<file path="src/rtl/flow_pkg.sv">
package flow_pkg;
  localparam int OPC_W = 4;

  localparam logic [OPC_W-1:0] OPC_BRANCH = 4'b0000;
  localparam logic [OPC_W-1:0] OPC_JDIR   = 4'b0100;
  localparam logic [OPC_W-1:0] OPC_JREG   = 4'b1100;
  localparam logic [OPC_W-1:0] OPC_RETURN = 4'b1101;
  localparam logic [OPC_W-1:0] OPC_TRAP   = 4'b1111;

  typedef struct packed {
    logic neg;
    logic zero;
    logic pos;
  } cc_t;

  localparam cc_t CC_RESET = '{neg: 1'b0, zero: 1'b1, pos: 1'b0};
endpackage

</file>
<file path="src/rtl/cc_flag_reg.sv">
module cc_flag_reg
  import flow_pkg::*;
#(
  parameter int DATA_W = 16
) (
  input  logic              clk,
  input  logic              rst_n,
  input  logic              wr_en,
  input  logic [DATA_W-1:0] wr_data,
  output cc_t               flags
);

  function automatic cc_t classify(input logic [DATA_W-1:0] v);
    cc_t c;
    c.neg  = v[DATA_W-1];
    c.zero = (v == '0);
    c.pos  = !v[DATA_W-1] && (v != '0);
    return c;
  endfunction

  cc_t next_flags;
  assign next_flags = classify(wr_data);

  always_ff @(posedge clk or negedge rst_n) begin
    if (!rst_n)     flags <= CC_RESET;
    else if (wr_en) flags <= next_flags;
  end

  assert_reset_value_R1: assert property (@(posedge clk)
    !rst_n |=> (flags == CC_RESET));

  assert_one_flag_R2: assert property (@(posedge clk) disable iff (!rst_n)
    $countones(flags) == 1);

  assert_sign_follows_R2: assert property (@(posedge clk) disable iff (!rst_n)
    wr_en |=> (flags.neg == $past(wr_data[DATA_W-1])));

  assert_hold_when_idle_R3: assert property (@(posedge clk) disable iff (!rst_n)
    !wr_en |=> $stable(flags));

endmodule

</file>
<file path="src/rtl/branch_cond.sv">
module branch_cond
  import flow_pkg::*;
(
  input  cc_t        flags,
  input  logic [2:0] mask,
  output logic       taken
);

  function automatic logic test_mask(input cc_t f, input logic [2:0] m);
    return (f.neg & m[2]) | (f.zero & m[1]) | (f.pos & m[0]);
  endfunction

  assign taken = test_mask(flags, mask);

endmodule

</file>
<file path="src/rtl/target_sel.sv">
module target_sel
  import flow_pkg::*;
#(
  parameter int DATA_W = 16,
  parameter int PAGE_W = 9,
  parameter int BASE_W = 6,
  parameter int VEC_W  = 8
) (
  input  logic [OPC_W-1:0]  opcode,
  input  logic              link_bit,
  input  logic [PAGE_W-1:0] low_field,
  input  logic              br_taken,
  input  logic [DATA_W-1:0] pc_inc,
  input  logic [DATA_W-1:0] base_val,
  input  logic [DATA_W-1:0] r7_val,
  input  logic [DATA_W-1:0] trap_rdata,
  output logic [DATA_W-1:0] next_pc,
  output logic              pc_load,
  output logic              link_we,
  output logic [DATA_W-1:0] trap_addr
);

  function automatic logic [DATA_W-1:0] page_target(
      input logic [DATA_W-1:0] pc, input logic [PAGE_W-1:0] off);
    return {pc[DATA_W-1:PAGE_W], off};
  endfunction

  function automatic logic [DATA_W-1:0] reg_target(
      input logic [DATA_W-1:0] base, input logic [BASE_W-1:0] off);
    return base + DATA_W'(off);
  endfunction

  assign trap_addr = DATA_W'(low_field[VEC_W-1:0]);

  always_comb begin
    next_pc = pc_inc;
    pc_load = 1'b0;
    link_we = 1'b0;
    case (opcode)
      OPC_BRANCH: begin
        next_pc = page_target(pc_inc, low_field);
        pc_load = br_taken;
      end
      OPC_JDIR: begin
        next_pc = page_target(pc_inc, low_field);
        pc_load = 1'b1;
        link_we = link_bit;
      end
      OPC_JREG: begin
        next_pc = reg_target(base_val, low_field[BASE_W-1:0]);
        pc_load = 1'b1;
        link_we = link_bit;
      end
      OPC_RETURN: begin
        next_pc = r7_val;
        pc_load = 1'b1;
      end
      OPC_TRAP: begin
        next_pc = trap_rdata;
        pc_load = 1'b1;
        link_we = 1'b1;
      end
      default: ;
    endcase
  end

endmodule

</file>
<file path="src/rtl/flow_ctrl_unit.sv">
module flow_ctrl_unit
  import flow_pkg::*;
#(
  parameter int DATA_W = 16,
  parameter int PAGE_W = 9,
  parameter int BASE_W = 6,
  parameter int VEC_W  = 8
) (
  input  logic              clk,
  input  logic              rst_n,
  input  logic [DATA_W-1:0] instr,
  input  logic [DATA_W-1:0] pc_inc,
  input  logic [DATA_W-1:0] base_val,
  input  logic [DATA_W-1:0] r7_val,
  input  logic [DATA_W-1:0] trap_rdata,
  input  logic              reg_we,
  input  logic [DATA_W-1:0] reg_wdata,
  output logic [DATA_W-1:0] next_pc,
  output logic              pc_load,
  output logic              link_we,
  output logic [DATA_W-1:0] link_data,
  output logic [DATA_W-1:0] trap_addr,
  output logic [2:0]        cc_flags
);

  localparam int OPC_LSB  = DATA_W - OPC_W;
  localparam int LINK_POS = OPC_LSB - 1;
  localparam int MASK_LSB = OPC_LSB - 3;

  logic [OPC_W-1:0] opcode;
  logic [2:0]       br_mask;
  logic             link_bit;
  logic             br_taken;
  logic             flag_wr_en;
  cc_t              flags;

  assign opcode   = instr[DATA_W-1:OPC_LSB];
  assign br_mask  = instr[OPC_LSB-1:MASK_LSB];
  assign link_bit = instr[LINK_POS];

  // A link write into R7 is not a flag-setting write.
  assign flag_wr_en = reg_we && !link_we;

  cc_flag_reg #(.DATA_W(DATA_W)) u_flags (
    .clk     (clk),
    .rst_n   (rst_n),
    .wr_en   (flag_wr_en),
    .wr_data (reg_wdata),
    .flags   (flags)
  );

  branch_cond u_cond (
    .flags (flags),
    .mask  (br_mask),
    .taken (br_taken)
  );

  target_sel #(
    .DATA_W (DATA_W),
    .PAGE_W (PAGE_W),
    .BASE_W (BASE_W),
    .VEC_W  (VEC_W)
  ) u_target (
    .opcode     (opcode),
    .link_bit   (link_bit),
    .low_field  (instr[PAGE_W-1:0]),
    .br_taken   (br_taken),
    .pc_inc     (pc_inc),
    .base_val   (base_val),
    .r7_val     (r7_val),
    .trap_rdata (trap_rdata),
    .next_pc    (next_pc),
    .pc_load    (pc_load),
    .link_we    (link_we),
    .trap_addr  (trap_addr)
  );

  assign link_data = pc_inc;
  assign cc_flags  = flags;

  assert_link_hold_R3: assert property (@(posedge clk) disable iff (!rst_n)
    (reg_we && link_we) |=> $stable(flags));

  assert_empty_mask_R4: assert property (@(posedge clk) disable iff (!rst_n)
    (opcode == OPC_BRANCH && br_mask == 3'b000) |-> !pc_load);

  assert_full_mask_R4: assert property (@(posedge clk) disable iff (!rst_n)
    (opcode == OPC_BRANCH && br_mask == 3'b111) |-> pc_load);

  assert_trap_link_R9: assert property (@(posedge clk) disable iff (!rst_n)
    (opcode == OPC_TRAP) |-> (pc_load && link_we && trap_addr[DATA_W-1:VEC_W] == '0));

  assert_link_needs_load_R11: assert property (@(posedge clk) disable iff (!rst_n)
    link_we |-> pc_load);

endmodule

</file>
<file path="config.mk">
export PLATFORM = sky130hd
export DESIGN_NAME = flow_ctrl_unit
export DESIGN_NICKNAME = d
export VERILOG_FILES = /design/src/rtl/flow_pkg.sv /design/src/rtl/cc_flag_reg.sv /design/src/rtl/branch_cond.sv /design/src/rtl/target_sel.sv /design/src/rtl/flow_ctrl_unit.sv
export SDC_FILE = /design/constraint.sdc
export NUM_CORES = 1
export LEC_CHECK = 0
export BUFFER_PORTS_ARGS = -buffer_cell sky130_fd_sc_hd__buf_2
export CAP_MARGIN = 15
export CORE_UTILIZATION = 37
export DETAILED_ROUTE_END_ITERATION = 8
export GPL_ROUTABILITY_DRIVEN = 1
export PLACE_DENSITY = 0.87
export SYNTH_ARGS = -nofsm -noshare
export SYNTH_HDL_FRONTEND = slang
export SYNTH_SLANG_ARGS = --single-unit
</file>
<file path="constraint.sdc">
create_clock -name clk -period 1.93 [get_ports clk]
set_input_delay 0.193 -clock clk [delete_from_list [all_inputs] [get_ports clk]]
set_output_delay 0.193 -clock clk [all_outputs]
set_load 0.01 [all_outputs]
</file>
==> results.md <==
- Layout Cells excl Fill: roughly 390
- GP Congestion: between 0.9 and 1
- CTS tree: done
- Mapped Area: 1540 um^2
- Peak supply drop: about 0.00020 V
- Biggest register: u_flags.flags
- Setup ws final: -0.121 ns
- Drt via density: about 5.3
- Failing checks: setup timing
- Crit path cell chain: buf_6, ha_4, inv_2, fa_2, and2b_2, o31ai_4, buf_4, a211oi_2, xnor2_1, o21ai_2, buf_2
- Largest family of logic cells by synthesized area: compound AO/OA/AOI/OAI gates
- Largest registers: u_flags.flags: 3 flops
- Yosys reg bits: 3
- Largest net degree at the start of global routing: 13
- Max-cap violations: 0
- Leakage: approximately 1.2 nW
- Adder-cell share of the synthesized area: 6.17%
- Die area: roughly 4400 um^2
- Setup slack after placement: -0.173 ns
- Drt pass-1 iters: 6
- Post-Syn Area per Cell: 7.59 um^2
- Clk sinks: 3
- Max Slew Vio Count: 0
- Post-layout min period: 2.05 ns
- Critical Path Max Stage Delay: ~0.36 ns
- Drt drc: 0
- Final hold slack: roughly 0.21 ns
- Synth Area in XOR/XNOR: just under 7%
- Worst path buffer plus inverter count: 4
- Worst-Skew Late Latency: ~0.22 ns
- Delay-heaviest family, CP: adder cells
- Vias in the first global route: between 1.5k and 2k
- First-pass GRT wire length: about 8.3 mm
- CTS Buf Count: 3
- CP max-delay cell: fa_2
- Placed cell count: around 380
- Max Clock Freq: between 400 and 500 MHz
- Crit path arrival time: 1.86 ns
- Row cnt: 23
- Avg WL per Cell: around 15 um
- WP data required: roughly 1.7 ns
- Synth cell types: 57
- H-tree Lvls: 1
- Final worst path period share: 106%
- Cells after synthesis: just over 200
- Mux contribution to synthesized area: roughly 7.6%
- CTS Buffer Depth: 2
- Worst-path clk slew: 0.03 ns
- Max reg flops: 3
- Worst Hold Class: primary input to flop
- CP Launch Type: primary input
- Simple logic cell fraction of the synthesized area: about a fifth
- Initial antenna violation count: 0
- Pwr/cell area: 357 nW/um^2
- Die Wd: approximately 67 um
- Synth warn: 0
- Post-DP HPWL: about 4.6 mm
- # nets final: approximately 440
- Total track usage: roughly 24%
- Starting Density: between 30% and 40%
- Crit end category: output port
- Overall die height: approximately 67 um
- Remaining Overflow, GRT: 0
- Final setup vio count: 7
- CORE AREA: around 4000 um^2
- Antenna Diode Count: 0
- Synth Area in Compound Gates: a little under a third
- Final wirelength: around 5.7 mm
- Rel. slew slack: roughly two thirds
- Worst-Margin Slew: 0.512 ns
- Critical path class: primary input to output port
- Share of layout cells above drive strength 1: approximately 60%
- Io pins: between 150 and 200
- ANT nets after route: 0
- RSZ-0062 raised after global routing: true
- Area Growth Syn to Fin: 53.0%
- CP max FO: 4
- Status: complete, but fails checks
- Detailed router's first-iteration violation count: between 100 and 150
- Port bufs: around 140
- Most used DFF post-synth: dfrtp_1
- Final Hold Vio Count: 0
- Post-synth ARST share: between 90% and 100%
- Register area share after synthesis: 4.96%
- Worst Skew: 0 ns
- Vias: 2,042
- CTS root buf: clkbuf_8
- Post-synth EDFFs: 0
cell usage after synthesis (2+ instances only):
library cell	n	area (um^2)
a211oi_1	2	15.0
a21oi_1	12	60.1
a222oi_1	4	40.0
a22oi_1	3	22.5
and2_1	2	12.5
and3_1	2	12.5
and4_1	2	17.5
buf_4	33	248
buf_6	5	56.3
dfrtp_1	2	50.1
ha_1	6	75.1
inv_1	5	18.8
mux2_2	6	67.6
mux2i_1	5	50.1
nand2_1	13	48.8
nand2_2	2	12.5
nand3_1	6	30.0
nand4_1	2	12.5
nor2_1	15	56.3
nor4_1	4	25.0
o211ai_1	2	15.0
o21a_1	6	45.0
o21ai_0	6	30.0
o21ai_1	3	15.0
o221ai_1	3	26.3
o22a_1	4	35.0
o22ai_1	7	43.8
o32a_1	2	20.0
xnor2_1	6	52.6
xor2_1	6	52.6
area by class of cell:
type | instances | area (um^2)
Clock buffer | 4 | 45.0
Fill cell | 369 | 1640
Sequential cell | 3 | 76.3
Timing Repair Buffer | 165 | 906
Inverter | 5 | 18.8
Multi-Input combinational cell | 160 | 1250
Tap cell | 50 | 62.6
repair_timing:
item | in CTS | in global routing
buffers inserted | 3 | 4
hold endpoints to repair | 3 | 0
gates resized for setup | 13 | 12
hold buffers | 1 | 0
endpoints found under the setup margin | 8 | 12
pin swaps | 7 | 10
cell usage in the layout (no fill, tap or decap), types with 2 or more instances in the layout:
cell type / Yosys / layout
and3_1: 2 / 2
a21oi_1: 12 / 11
buf_4: 33 / 21
o21ai_1: 3 / 4
o22a_1: 4 / 4
ha_4: 0 / 4
xnor2_1: 6 / 4
mux2i_1: 5 / 5
xor2_1: 6 / 6
inv_1: 5 / 4
and2_1: 2 / 2
buf_2: 1 / 140
buf_6: 5 / 2
o221ai_1: 3 / 3
ha_1: 6 / 2
conb_1: 1 / 8
o22ai_1: 7 / 7
nor2_1: 15 / 15
nor4_1: 4 / 4
nand2_2: 2 / 2
nand4_1: 2 / 2
o21ai_0: 6 / 5
o211ai_1: 2 / 2
xnor2_2: 0 / 2
nand3_1: 6 / 4
clkbuf_8: 0 / 3
a22oi_1: 3 / 3
nand2_1: 13 / 13
a222oi_1: 4 / 4
o21a_1: 6 / 6
nand3_2: 0 / 2
mux2_2: 6 / 6
and4_1: 2 / 2
dfrtp_1: 2 / 2
o32a_1: 2 / 2
a211oi_2: 0 / 2
metal layers:
layer / GRT usage (%) / vias to the layer above / wire (um)
met5: 0 / - / 0
met4: 6.65 / 0 / 0
met3: 2.23 / 0 / 363
met2: 43.1 / 100 / 3020
met1: 30.5 / 957 / 2320
li1: - / 985 / -
path summary, 6_finish.rpt:
path	endpoint	cells past startpoint	startpoint	slack [ns]
max in group asynchronous	u_flags.flags[1]	2	rst_n	1.42
worst max-delay path	next_pc[8]	11	base_val[0]	-0.12
worst min-delay path	u_flags.flags[0]	2	reg_wdata[15]	0.21
min in group asynchronous	u_flags.flags[0]	2	rst_n	0.30
worst min register to register	u_flags.flags[0]	2	u_flags.flags[0]	0.51
worst max register to register	u_flags.flags[2]	1	u_flags.flags[2]	1.16
logic make-up after synthesis:
logic type	Yosys count
AO/OA/AOI/OAI	65
AND/OR/NAND/NOR	57
buffers and inverters	47
XOR/XNOR	12
multiplexers	11
adder cells (fa/ha/maj)	7
flip-flops	3
other	1
report_power, final:
group / leakage (nW) / internal (mW) / switching (mW)
combinational: 1.13 / 0.294 / 0.291
sequential: 0.0342 / 0.0685 / 0.00380
clock: 0.0228 / 0.141 / 0.0424
total: 1.19 / 0.504 / 0.338
per-stage QoR:
stage	util, %	setup TNS, ns	instance area, um^2	power (mW)
2_1_floorplan	-	0	1570	0.404
3_3_place_gp	52.9	-0.398	2110	0.582
3_5_place_dp	52.9	-0.588	2110	0.591
4_1_cts	56.3	-0.256	2250	0.799
5_1_grt	58.9	-1.20	2360	0.901
6_report	58.9	-0.590	2360	0.841
Power figures use the tool's default switching activity.
